**config.mk**
```make
export PLATFORM = sky130hd
export DESIGN_NAME = pwm_prescaled8
export DESIGN_NICKNAME = d
export VERILOG_FILES = /design/src/rtl/pwmt_pkg.sv /design/src/rtl/pwmt_regs.sv /design/src/rtl/pwmt_counter.sv /design/src/rtl/pwmt_compare.sv /design/src/rtl/pwm_prescaled8.sv
export SDC_FILE = /design/constraint.sdc
export NUM_CORES = 1
export LEC_CHECK = 0
export BUFFER_PORTS_ARGS = -buffer_cell sky130_fd_sc_hd__buf_2
export CAP_MARGIN = 20
export CORE_MARGIN = 10
export CORE_UTILIZATION = 35
export CTS_BUF_LIST = sky130_fd_sc_hd__clkbuf_4
export CTS_CLUSTER_SIZE = 24
export DETAILED_ROUTE_END_ITERATION = 16
export SLEW_MARGIN = 10
export SYNTH_ARGS = -nofsm -noshare
export SYNTH_HDL_FRONTEND = slang
export SYNTH_SLANG_ARGS = --single-unit
```
**constraint.sdc**
```tcl
create_clock -name clk -period 4 [get_ports clk]
set_input_delay 0.8 -clock clk [delete_from_list [all_inputs] [get_ports clk]]
set_output_delay 0.8 -clock clk [all_outputs]
set_load 0.005 [all_outputs]
```
**src/rtl/pwmt_pkg.sv**
```systemverilog
package pwmt_pkg;

    localparam int CNT_W  = 8;
    localparam int PSC_W  = 2;
    localparam int DUTY_W = CNT_W - 1;
    localparam int DATA_W = 8;
    localparam int EN_BIT = DATA_W - 1;

    typedef enum logic {
        SEL_CTRL = 1'b0,
        SEL_DUTY = 1'b1
    } reg_sel_e;

    typedef struct packed {
        logic             en;
        logic [PSC_W-1:0] psc;
    } ctrl_t;

    // Full-scale count for a prescaler: 2^(CNT_W-1-p)
    function automatic logic [CNT_W-1:0] full_scale(input logic [PSC_W-1:0] p);
        return CNT_W'(1) << (CNT_W - 1 - int'(p));
    endfunction

endpackage

```
**src/rtl/pwmt_regs.sv**
```systemverilog
module pwmt_regs
    import pwmt_pkg::*;
(
    input  logic              clk,
    input  logic              rst,
    input  logic              wr,
    input  logic              addr,
    input  logic [DATA_W-1:0] wdata,
    output logic [DATA_W-1:0] rdata,
    output ctrl_t             ctrl,
    output logic [DUTY_W-1:0] duty
);

    always_ff @(posedge clk) begin
        if (rst) begin
            ctrl <= '0;
            duty <= '0;
        end else if (wr) begin
            if (reg_sel_e'(addr) == SEL_CTRL) begin
                ctrl.en  <= wdata[EN_BIT];
                ctrl.psc <= wdata[PSC_W-1:0];
            end else begin
                duty <= wdata[DUTY_W-1:0];
            end
        end
    end

    always_comb begin
        rdata = '0;
        if (reg_sel_e'(addr) == SEL_CTRL) begin
            rdata[EN_BIT]      = ctrl.en;
            rdata[PSC_W-1:0]   = ctrl.psc;
        end else begin
            rdata[DUTY_W-1:0]  = duty;
        end
    end

endmodule

```
**src/rtl/pwmt_counter.sv**
```systemverilog
module pwmt_counter
    import pwmt_pkg::*;
(
    input  logic             clk,
    input  logic             rst,
    input  logic             tick,
    input  logic [PSC_W-1:0] psc,
    output logic [CNT_W-1:0] cnt
);

    logic [CNT_W-1:0] last_val;

    // Highest in-range value; anything at or above it wraps
    assign last_val = full_scale(psc) - CNT_W'(1);

    always_ff @(posedge clk) begin
        if (rst) begin
            cnt <= '0;
        end else if (tick) begin
            if (cnt >= last_val) cnt <= '0;
            else                 cnt <= cnt + CNT_W'(1);
        end
    end

endmodule

```
**src/rtl/pwmt_compare.sv**
```systemverilog
module pwmt_compare
    import pwmt_pkg::*;
(
    input  ctrl_t             ctrl,
    input  logic [DUTY_W-1:0] duty,
    input  logic [CNT_W-1:0]  cnt,
    input  logic              gpio_in,
    output logic              pin
);

    logic [CNT_W-1:0] mask;
    logic [CNT_W-1:0] phase;
    logic             level;

    assign mask  = full_scale(ctrl.psc) - CNT_W'(1);
    assign phase = cnt & mask;
    assign level = {1'b0, duty} > phase;
    assign pin   = ctrl.en ? level : gpio_in;

endmodule

```
**src/rtl/pwm_prescaled8.sv**
```systemverilog
module pwm_prescaled8
    import pwmt_pkg::*;
(
    input  logic              clk,
    input  logic              rst,
    input  logic              tick,
    input  logic              reg_wr,
    input  logic              reg_addr,
    input  logic [DATA_W-1:0] reg_wdata,
    output logic [DATA_W-1:0] reg_rdata,
    input  logic              gpio_in,
    output logic              pwm_out
);

    ctrl_t             ctrl_q;
    logic [DUTY_W-1:0] duty_q;
    logic [CNT_W-1:0]  cnt_q;

    pwmt_regs u_regs (
        .clk   (clk),
        .rst   (rst),
        .wr    (reg_wr),
        .addr  (reg_addr),
        .wdata (reg_wdata),
        .rdata (reg_rdata),
        .ctrl  (ctrl_q),
        .duty  (duty_q)
    );

    pwmt_counter u_cnt (
        .clk  (clk),
        .rst  (rst),
        .tick (tick),
        .psc  (ctrl_q.psc),
        .cnt  (cnt_q)
    );

    pwmt_compare u_cmp (
        .ctrl    (ctrl_q),
        .duty    (duty_q),
        .cnt     (cnt_q),
        .gpio_in (gpio_in),
        .pin     (pwm_out)
    );

endmodule

```
Word level (Yosys, flattened, before mapping) --
Cells that the tools add are included. Widths: inputs -> output; s select.
Storage, ports and cells: register bits after elaboration 18, bits in latches 0, bits in writable memories 0, bits in read-only memories 0, input port bits 14, output and inout bits 9, logic and storage cells 19, memories 0
Operators by class: add/sub/neg operators 3, multipliers 0, div/mod/pow operators 0, $lt $le $gt $ge 2, eq/ne operators 0, shift operators 1, multiplexer cells 5, bitwise gates (word level) 2, reduce and logical (&&, ||, !) cells 2
Operators with widths (number):
- $shl 1x32->8 const A | 1
- $add 8x1->8 const B | 1
- $and 8x8->8 | 1
- $ge 8x8->1 | 1
- $gt 7x8->1 | 1
- $mux 8 | 1
- $sub 8x1->8 const B | 1
- $mux 5 | 1
- $reduce_and 2->1 | 2
- $sub 3x2->4 const A | 1
- $mux 1 | 2
- $mux 2 | 1
- $not 1->1 | 1

Logic depth before layout (Yosys ltp) --
Gate-level depths: netlist of the first run.
depth after elaboration 6, mapped depth 8, depth with buffers taken out 8

Modules after synthesis --
Synthesis of the first run repeated with hierarchy kept, for this count alone.
Unflattened totals: cells, all modules 131, area total of the unflattened synthesis 1211.2 µm²
Modules (own cells, without submodules):
- pwmt_regs | instances 1, cells each 52, area each 540.5 µm², seq. area each 200.2 µm²
- pwmt_counter | instances 1, cells each 51, area each 464.2 µm², seq. area each 160.2 µm²
- pwmt_compare | instances 1, cells each 28, area each 206.4 µm², seq. area each 0.0 µm²

Least setup slack after synthesis of the first run --
OpenSTA, ideal clock, no wires.
path kind register to output, start point register u_cnt.cnt[5], end point output pwm_out, arrival time 1.605 ns, required time 3.200 ns, slack 1.595 ns, stages on the path, launching flop included 8, path buffers 0, path through dfxtp_1 -> ha_1 -> inv_1 -> ha_1 -> a211oi_2 -> nor2_1 -> a2111oi_2 -> o22ai_1
Between the ends: longest elaborated chain between the ends 3
RTL lines:
- from (decl) | line pwmt_counter.sv:8 | output logic [CNT_W-1:0] cnt
- from (signal assigned) | line pwmt_counter.sv:21 | else cnt <= cnt + CNT_W'(1);
- $and 8x8->8 | line pwmt_compare.sv:16 | assign phase = cnt & mask;
- $gt 7x8->1 | line pwmt_compare.sv:17 | assign level = {1'b0, duty} > phase;
- $mux 1 | line pwmt_compare.sv:18 | assign pin = ctrl.en ? level : gpio_in;
- to (decl) | line pwm_prescaled8.sv:12 | output logic pwm_out
Every way passes these cells.

Final worst setup path of the first run --
start point register u_regs.ctrl[1] (netlist name), end point output pwm_out
Between the ends: longest elaborated chain between the ends 6
RTL lines:
- $sub 3x2->4 | line pwmt_pkg.sv:21 | return CNT_W'(1) << (CNT_W - 1 - int'(p));
- $shl 1x32->8 | line pwmt_pkg.sv:21
- $sub 8x1->8 | line pwmt_compare.sv:15 | assign mask = full_scale(ctrl.psc) - CNT_W'(1);
- $and 8x8->8 | line pwmt_compare.sv:16
- $gt 7x8->1 | line pwmt_compare.sv:17
- $mux 1 | line pwmt_compare.sv:18
Every way passes these cells.

==> reports/summary.txt, run 1 <==
ROUTING
------------------------------------------------------------------------------------
Vias                                                                             997
Mean routed wirelength per cell                                         12.89 microns
Wirelength, routed                                                      2656 microns
Length of the first detailed-routing pass in iterations                            4
Detailed-route vias per instance                                               4.840
Antenna Violating Nets Remaining                                                   0
Iteration-0 DRC count of the detailed router                                      46
DRC violation count after routing                                                  0

LAYOUT
------------------------------------------------------------------------------------
Share of layout cells above drive strength 1                                  26.88%
Area overhead of the layout relative to synthesis                             13.14%
Net count, final                                                                 191
Ant diodes                                                                         0

CLOCKING
------------------------------------------------------------------------------------
CTS sink count                                                                    18
TritonCTS clock tree                                                           built
Post-CTS Hold Fix Bufs                                                             0
Clock Latency Late Sink                                                      0.30 ns
Post-CTS sizing                                                                    0
Inserted Clock Buffers                                                             3
Clk buf depth                                                                      2
Post-CTS Repair Setup Buffers                                                      0
Register clock-pin slew on the reported worst setup and hold paths           0.10 ns
Root buffer cell                                                        sky130_fd_sc_hd__clkbuf_4
Count of H-tree levels built during CTS                                            1

WORST SETUP PATH
------------------------------------------------------------------------------------
Highest cell delay on the worst timing path                                  0.39 ns
Crit path max-delay family                                              compound AO/OA/AOI/OAI gates
Arr. time, crit path                                                         2.20 ns
Crit Path Max Fanout                                                               4
Buffer and inverter count on the worst path                                        3
Slowest library cell on the worst path                                  sky130_fd_sc_hd__dfxtp_1
Kind of end point of the critical path                                   output port
Setup Crit Path Kind                                                    register to output port
Crit path cell chain                                                    inv_1 -> ha_1 -> inv_1 -> ha_1 -> a211oi_2 -> nor2_1 -> a2111oi_2 -> o22ai_1 -> buf_2
CP Data Required Time                                                        3.20 ns
Nature of the critical path startpoint                                      register

STA
------------------------------------------------------------------------------------
Total Neg Setup Slack                                                           0 ns
Count of endpoints failing setup in the final report                               0
Setup Skew                                                               0.008954 ns
Maximum frequency from static timing analysis                             0.3329 GHz
Unrepaired setup endpoints after global routing                                   no
Fraction of the cycle the final worst path needs                              75.11%
Number of hold violations in the final report                                      0
Final setup slack of the worst path                                        0.9958 ns
Max-slew violation count                                                           0
Minimum clock period                                                        3.004 ns
Final hold slack                                                           0.4934 ns

YOSYS
------------------------------------------------------------------------------------
Xor/xnor share of the synthesized area                                        5.647%
Synth Net Count                                                                  171
Dominant combinational cell family by area after synthesis              simple AND/OR/NAND/NOR gates
Gate count after technology mapping                                              141
Leading cell types by count after synthesis                             18 x sky130_fd_sc_hd__dfxtp_1, 16 x sky130_fd_sc_hd__ha_1, 14 x sky130_fd_sc_hd__inv_1, 14 x sky130_fd_sc_hd__nand2_1, 10 x sky130_fd_sc_hd__a21oi_1
Dominant synthesized flop cell                                          sky130_fd_sc_hd__dfxtp_1
Most area-consuming cells after synthesis                               sky130_fd_sc_hd__dfxtp_1 30%, sky130_fd_sc_hd__ha_1 16%, sky130_fd_sc_hd__nor3_2 7.4%
Average instance area after synthesis                                    8.643 sq um
Number of register bits inferred by synthesis                                     18
Post-synthesis sequential area ratio                                          29.57%
Yosys warnings                                                                     0
Post-synth EDFFs                                                                   0
Adder and majority cell fraction of the synthesized area                      16.43%
Proportion of synthesized area in mux cells                                   3.388%
Compound-cell area share of the yosys netlist                                 10.68%
Proportion of synthesized flip-flops having asynchronous set or reset             0%
Cell with the most instances after synthesis                            sky130_fd_sc_hd__dfxtp_1
Top-area cell type share of the netlist area                                  29.57%
Post-synthesis cell area                                                  1219 sq um
Area fraction in and, or, nand and nor cells after synthesis                  26.28%
Largest area contributor in the netlist                                 sky130_fd_sc_hd__dfxtp_1
Number of distinct library cells after synthesis                                  35

FLOORPLANNING
------------------------------------------------------------------------------------
Die H                                                                   79.01 microns
Full die area                                                             6242 sq um
Die width                                                               79.01 microns
FP Rows                                                                           21
Placeable core area                                                       3363 sq um
Ports placed on the boundary                                                      23
Initial cell density of the core                                              36.24%

POWER
------------------------------------------------------------------------------------
Maximum vdd drop                                                            121.5 uV
Power density over the cells                                            253.8 nW/um^2
Power after layout                                                         0.3500 mW
Leak                                                                       0.6213 nW

PLACE
------------------------------------------------------------------------------------
Sum of net half-perimeters after detailed placement                     2186 microns
DP Worst Slack                                                              1.314 ns
Placer's final routability congestion estimate                                0.7611
Port-buffer cells                                                                 22

GRT
------------------------------------------------------------------------------------
GRT Resource Usage Total                                                      8.643%
Wire length of the first global-routing pass                            4560 microns
Total congestion overflow after global routing                                     0
Vias in the first global route                                                   995
Antenna violations before repair                                                   0
Maximum number of pins on one net before global-route repair                      19

MIN PATH
------------------------------------------------------------------------------------
Path category of the worst min-delay check                              register to register

STATUS
------------------------------------------------------------------------------------
Run status                                                                 completed

JOB
------------------------------------------------------------------------------------
Reported max-cap violation count                                                   0

-- final cells by class --
class / count / area, sq um
clock buffers: 3 / 22.52
clock inverters: 1 / 3.754
inverters: 15 / 56.30
multi-input cells: 101 / 768.2
fillers: 369 / 1984
flip-flops and latches: 18 / 360.3
well taps: 46 / 57.56
repair buffers: 22 / 110.1
-- cells by family (layout without fill, tap and decap cells) --
logic type	count (synthesis)	count (layout)
AOI/OAI and AO/OA	19	19
xor gates and xnor gates	7	7
adders and majority gates	16	16
buffers and inverters	22	41
DFF	18	18
muxes	4	4
other	2	2
and+or+nand+nor	53	53
-- worst reg2reg max path: cells and delay by family, from the launching register on --
family,cells,cell delay [ns]
AND/OR/NAND/NOR,4,0.46
flip-flops,1,0.39
adder cells (fa/ha/maj),1,0.27
AO/OA/AOI/OAI,1,0.36
-- per-stage QoR --
stage	area [sq um]	cells	util (%)
finish	1379	206	41.00
global placement	1353	202	40.22
CTS	1379	206	41.00
floorplan	1219	141	-
global route	1379	206	41.00
detailed placement	1353	202	40.22
-- registers in the layout, summed over array words and instances (netlist names) --
register,count
u_regs.duty,7
u_regs.ctrl,3
u_cnt.cnt,8
-- routing by layer --
layer  share of wire, %  GRT usage [%]
met2                 43          13.78
met4                  0          1.075
met5                  0              0
met3                8.3          3.941
met1                 48          10.67
-- path summary, 6_finish.rpt --
check / startpoint / end / slack, ns / cells after the start
setup reg to reg: u_regs.ctrl[1] / u_cnt.cnt[3] / 2.41 / 6
hold reg to reg: u_regs.duty[2] / u_regs.duty[2] / 0.49 / 2
hold / removal: u_regs.duty[2] / u_regs.duty[2] / 0.49 / 2
setup / recovery: u_regs.ctrl[1] / pwm_out / 1.0 / 9
-- cell usage in the layout (no fill, tap or decap), types with 2 or more instances in the layout --
| cell | n |
|---|---|
| sky130_fd_sc_hd__xnor2_1 | 5 |
| sky130_fd_sc_hd__nand3_1 | 7 |
| sky130_fd_sc_hd__conb_1 | 2 |
| sky130_fd_sc_hd__mux2i_1 | 3 |
| sky130_fd_sc_hd__nand2_1 | 14 |
| sky130_fd_sc_hd__and2_1 | 5 |
| sky130_fd_sc_hd__nand4b_1 | 2 |
| sky130_fd_sc_hd__inv_1 | 14 |
| sky130_fd_sc_hd__o21ai_0 | 2 |
| sky130_fd_sc_hd__dfxtp_1 | 18 |
| sky130_fd_sc_hd__clkbuf_4 | 3 |
| sky130_fd_sc_hd__buf_2 | 22 |
| sky130_fd_sc_hd__a21oi_1 | 10 |
| sky130_fd_sc_hd__nor3_2 | 9 |
| sky130_fd_sc_hd__nor2_1 | 9 |
| sky130_fd_sc_hd__ha_1 | 16 |
-- power breakdown --
group / switching, mW / total, mW / internal, mW
Combinational: 0.0326 / 0.0601 / 0.0275
Clock: 0.0602 / 0.0965 / 0.0363
Sequential: 0.00724 / 0.193 / 0.186
Note: power is estimated with default switching activity, not from simulation.
==> inputs of run 2 (changes only) <==
==> constraint.sdc (replaced) <==
create_clock -name clk -period 2.4 [get_ports clk]
set_input_delay 0.48 -clock clk [delete_from_list [all_inputs] [get_ports clk]]
set_output_delay 0.48 -clock clk [all_outputs]
set_load 0.005 [all_outputs]
==> reports/summary.txt, run 2 (synthesized netlist as in run 1, its figures left out) <==
FLOORPLANNING
---------------------------------------------------------------------------------
Full die area                                                          6242 sq um   unchanged
Ports placed on the boundary                                                   23   unchanged
Placeable core area                                                    3363 sq um   unchanged
FP Rows                                                                        21   unchanged
Die width                                                            79.01 microns   unchanged
Initial cell density of the core                                           36.24%   unchanged
Die H                                                                79.01 microns   unchanged

GRT
---------------------------------------------------------------------------------
Met2 track demand over resource in global routing                          15.25%   +1.5 points
Vias in the first global route                                               1046   +5.1%
Met3 Track Usage GR                                                        4.730%   +0.79 points
Wire length of the first global-routing pass                         4899 microns   +7.4%
Total congestion overflow after global routing                                  0   unchanged
Most Used Layer, Global Route                                                met2
Maximum number of pins on one net before global-route repair                   19   unchanged
GRT Resource Usage Total                                                   9.550%   +0.91 points
Antenna violations before repair                                                0   unchanged
Fraction of met1 tracks used by global routing                             10.95%   +0.29 points

POWER
---------------------------------------------------------------------------------
Leak                                                                    0.6641 nW   +6.9%
Power density over the cells                                         398.5 nW/um^2   +57%
Maximum vdd drop                                                         229.4 uV   +89%

PLACE
---------------------------------------------------------------------------------
Sum of net half-perimeters after detailed placement                  2152 microns   -1.5%
Port-buffer cells                                                              22   unchanged
Placer's final routability congestion estimate                             0.7836   +3.0%
DP Worst Slack                                                         0.09214 ns   -1.222 ns

CLOCKING
---------------------------------------------------------------------------------
Inserted Clock Buffers                                                          3   unchanged
CTS sink count                                                                 18   unchanged
Root buffer cell                                                     sky130_fd_sc_hd__clkbuf_4
Register clock-pin slew on the reported worst setup and hold paths        0.10 ns   about the same
Count of H-tree levels built during CTS                                         1   unchanged
Post-CTS Hold Fix Bufs                                                          0   unchanged
Clock Latency Late Sink                                                   0.30 ns   about the same
Clk buf depth                                                                   2   unchanged
TritonCTS clock tree                                                        built

LAYOUT
---------------------------------------------------------------------------------
Flip-flop count of the largest register after layout                            8   unchanged
Largest registers                                                    u_cnt.cnt (8), u_regs.duty (7), u_regs.ctrl (3)
Ant diodes                                                                      0   unchanged
Seq. cell area                                                        365.4 sq um   +1.4%
Fill count                                                                    337   -8.7%
Most common cell after layout, fill and taps aside                   sky130_fd_sc_hd__buf_2
Fin util                                                                   44.72%   +3.7 points
Area overhead of the layout relative to synthesis                          23.41%
Share of layout cells above drive strength 1                               37.35%   +10 points
Net count, final                                                              197   +3.1%
Reg with most FFs                                                       u_cnt.cnt
Combined area of the multi-input logic cells                          843.3 sq um   +9.8%
Commonest cells after routing, fill and taps aside                   22 x sky130_fd_sc_hd__buf_2, 16 x sky130_fd_sc_hd__dfxtp_1, 13 x sky130_fd_sc_hd__nand2_1

WORST SETUP PATH
---------------------------------------------------------------------------------
Crit path cell chain                                                 nor2_4 -> ha_4 -> inv_2 -> ha_4 -> nand4b_1 -> o311ai_1 -> o22ai_1 -> buf_2
Setup Crit Path Kind                                                 register to output port
CP Data Required Time                                                     1.92 ns   -1.28 ns
Arr. time, crit path                                                      1.95 ns   -0.25 ns
Nature of the critical path startpoint                                   register
Kind of end point of the critical path                                output port
CP most frequent cell                                                sky130_fd_sc_hd__ha_4
Slowest library cell on the worst path                               sky130_fd_sc_hd__dfxtp_4
Highest cell delay on the worst timing path                               0.38 ns   about the same
Crit Path Max Fanout                                                            4   unchanged

STA
---------------------------------------------------------------------------------
Minimum clock period                                                     2.431 ns
Fraction of the cycle the final worst path needs                           101.3%
Setup Skew                                                            0.004114 ns   -0.004840 ns
Maximum frequency from static timing analysis                          0.4114 GHz
Final hold slack                                                        0.4157 ns   -0.07766 ns
Number of hold violations in the final report                                   0   unchanged
Unrepaired setup endpoints after global routing                               yes
Final setup slack of the worst path                                   -0.03100 ns   -1.027 ns
Count of endpoints failing setup in the final report                            1   +1
Max-slew violation count                                                        0   unchanged

ROUTING
---------------------------------------------------------------------------------
Vias                                                                         1023   +2.6%
Mean routed wirelength per cell                                      13.68 microns   +6.1%
Iteration-0 DRC count of the detailed router                                   35   -24%
Wirelength, routed                                                   2901 microns   +9.2%
Detailed-route vias per instance                                            4.825   -0.30%
Antenna Violating Nets Remaining                                                0   unchanged
DRC violation count after routing                                               0   unchanged
Length of the first detailed-routing pass in iterations                         4   unchanged

STATUS
---------------------------------------------------------------------------------
Violated checks                                                      negative setup slack
Run status                                                           finished, violations left

JOB
---------------------------------------------------------------------------------
Reported max-cap violation count                                                0   unchanged

MIN PATH
---------------------------------------------------------------------------------
Path category of the worst min-delay check                           primary input to register

-- run 2: cell type report --
| cell class | instances | share of cell area [%] |
|---|---|---|
| Clock inverter | 1 | 0.2496 |
| Timing Repair Buffer | 28 | 10.32 |
| Tap cell | 46 | 3.827 |
| Multi-Input combinational cell | 101 | 56.07 |
| Clock buffer | 3 | 1.498 |
| Inverter | 15 | 3.744 |
| Sequential cell | 18 | 24.29 |
-- run 2: where the power goes --
group          switching, mW  leakage, nW  internal [mW]  total (mW)
logic                 0.0601        0.501         0.0570       0.117
clock network         0.0978       0.0154         0.0606       0.158
registers             0.0141        0.148          0.310       0.324
-- run 2: worst max-delay path, delay by kind of cell, from the launching register on --
family | cells | cell delay (ns)
fa+ha+maj | 2 | 0.41
compound gates | 2 | 0.39
flops | 1 | 0.38
simple gates | 2 | 0.30
buf+inv | 2 | 0.18
-- run 2: timing repair --
item                                    CTS  global route
endpoints found under the hold margin     0             0
setup buffers                             5             0
endpoints found under the setup margin    1             1
pin swaps                                 7             1
gates resized for setup                  19             0
-- run 2: path summary, 6_finish.rpt --
kind	startpoint	endpoint	slack [ns]	cells past startpoint
worst max-delay path	u_regs.ctrl[1]	pwm_out	-0.03	8
worst min-delay path	reg_wdata[7]	u_regs.ctrl[2]	0.42	3
worst max register to register	u_regs.ctrl[1]	u_cnt.cnt[0]	0.77	8
worst min register to register	u_regs.duty[2]	u_regs.duty[2]	0.49	2
-- run 2: metal layers --
layer / part of all wire (%) / up-vias
li1: - / 522
met2: 44 / 31
met4: 2.3 / 0
met3: 8.1 / 6
met5: 0 / -
met1: 46 / 464
-- run 2: metrics by stage --
stage | TNS [ns] | area [sq um] | total power [mW] | std cells
finish | -0.03100 | 1504 | 0.5994 | 212
global placement | 0 | 1368 | 0.4253 | 204
CTS | 0 | 1504 | 0.6048 | 212
detailed placement | 0 | 1368 | 0.4301 | 204
floorplan | 0 | 1219 | 0.3995 | 141
global route | -0.1619 | 1504 | 0.6396 | 212
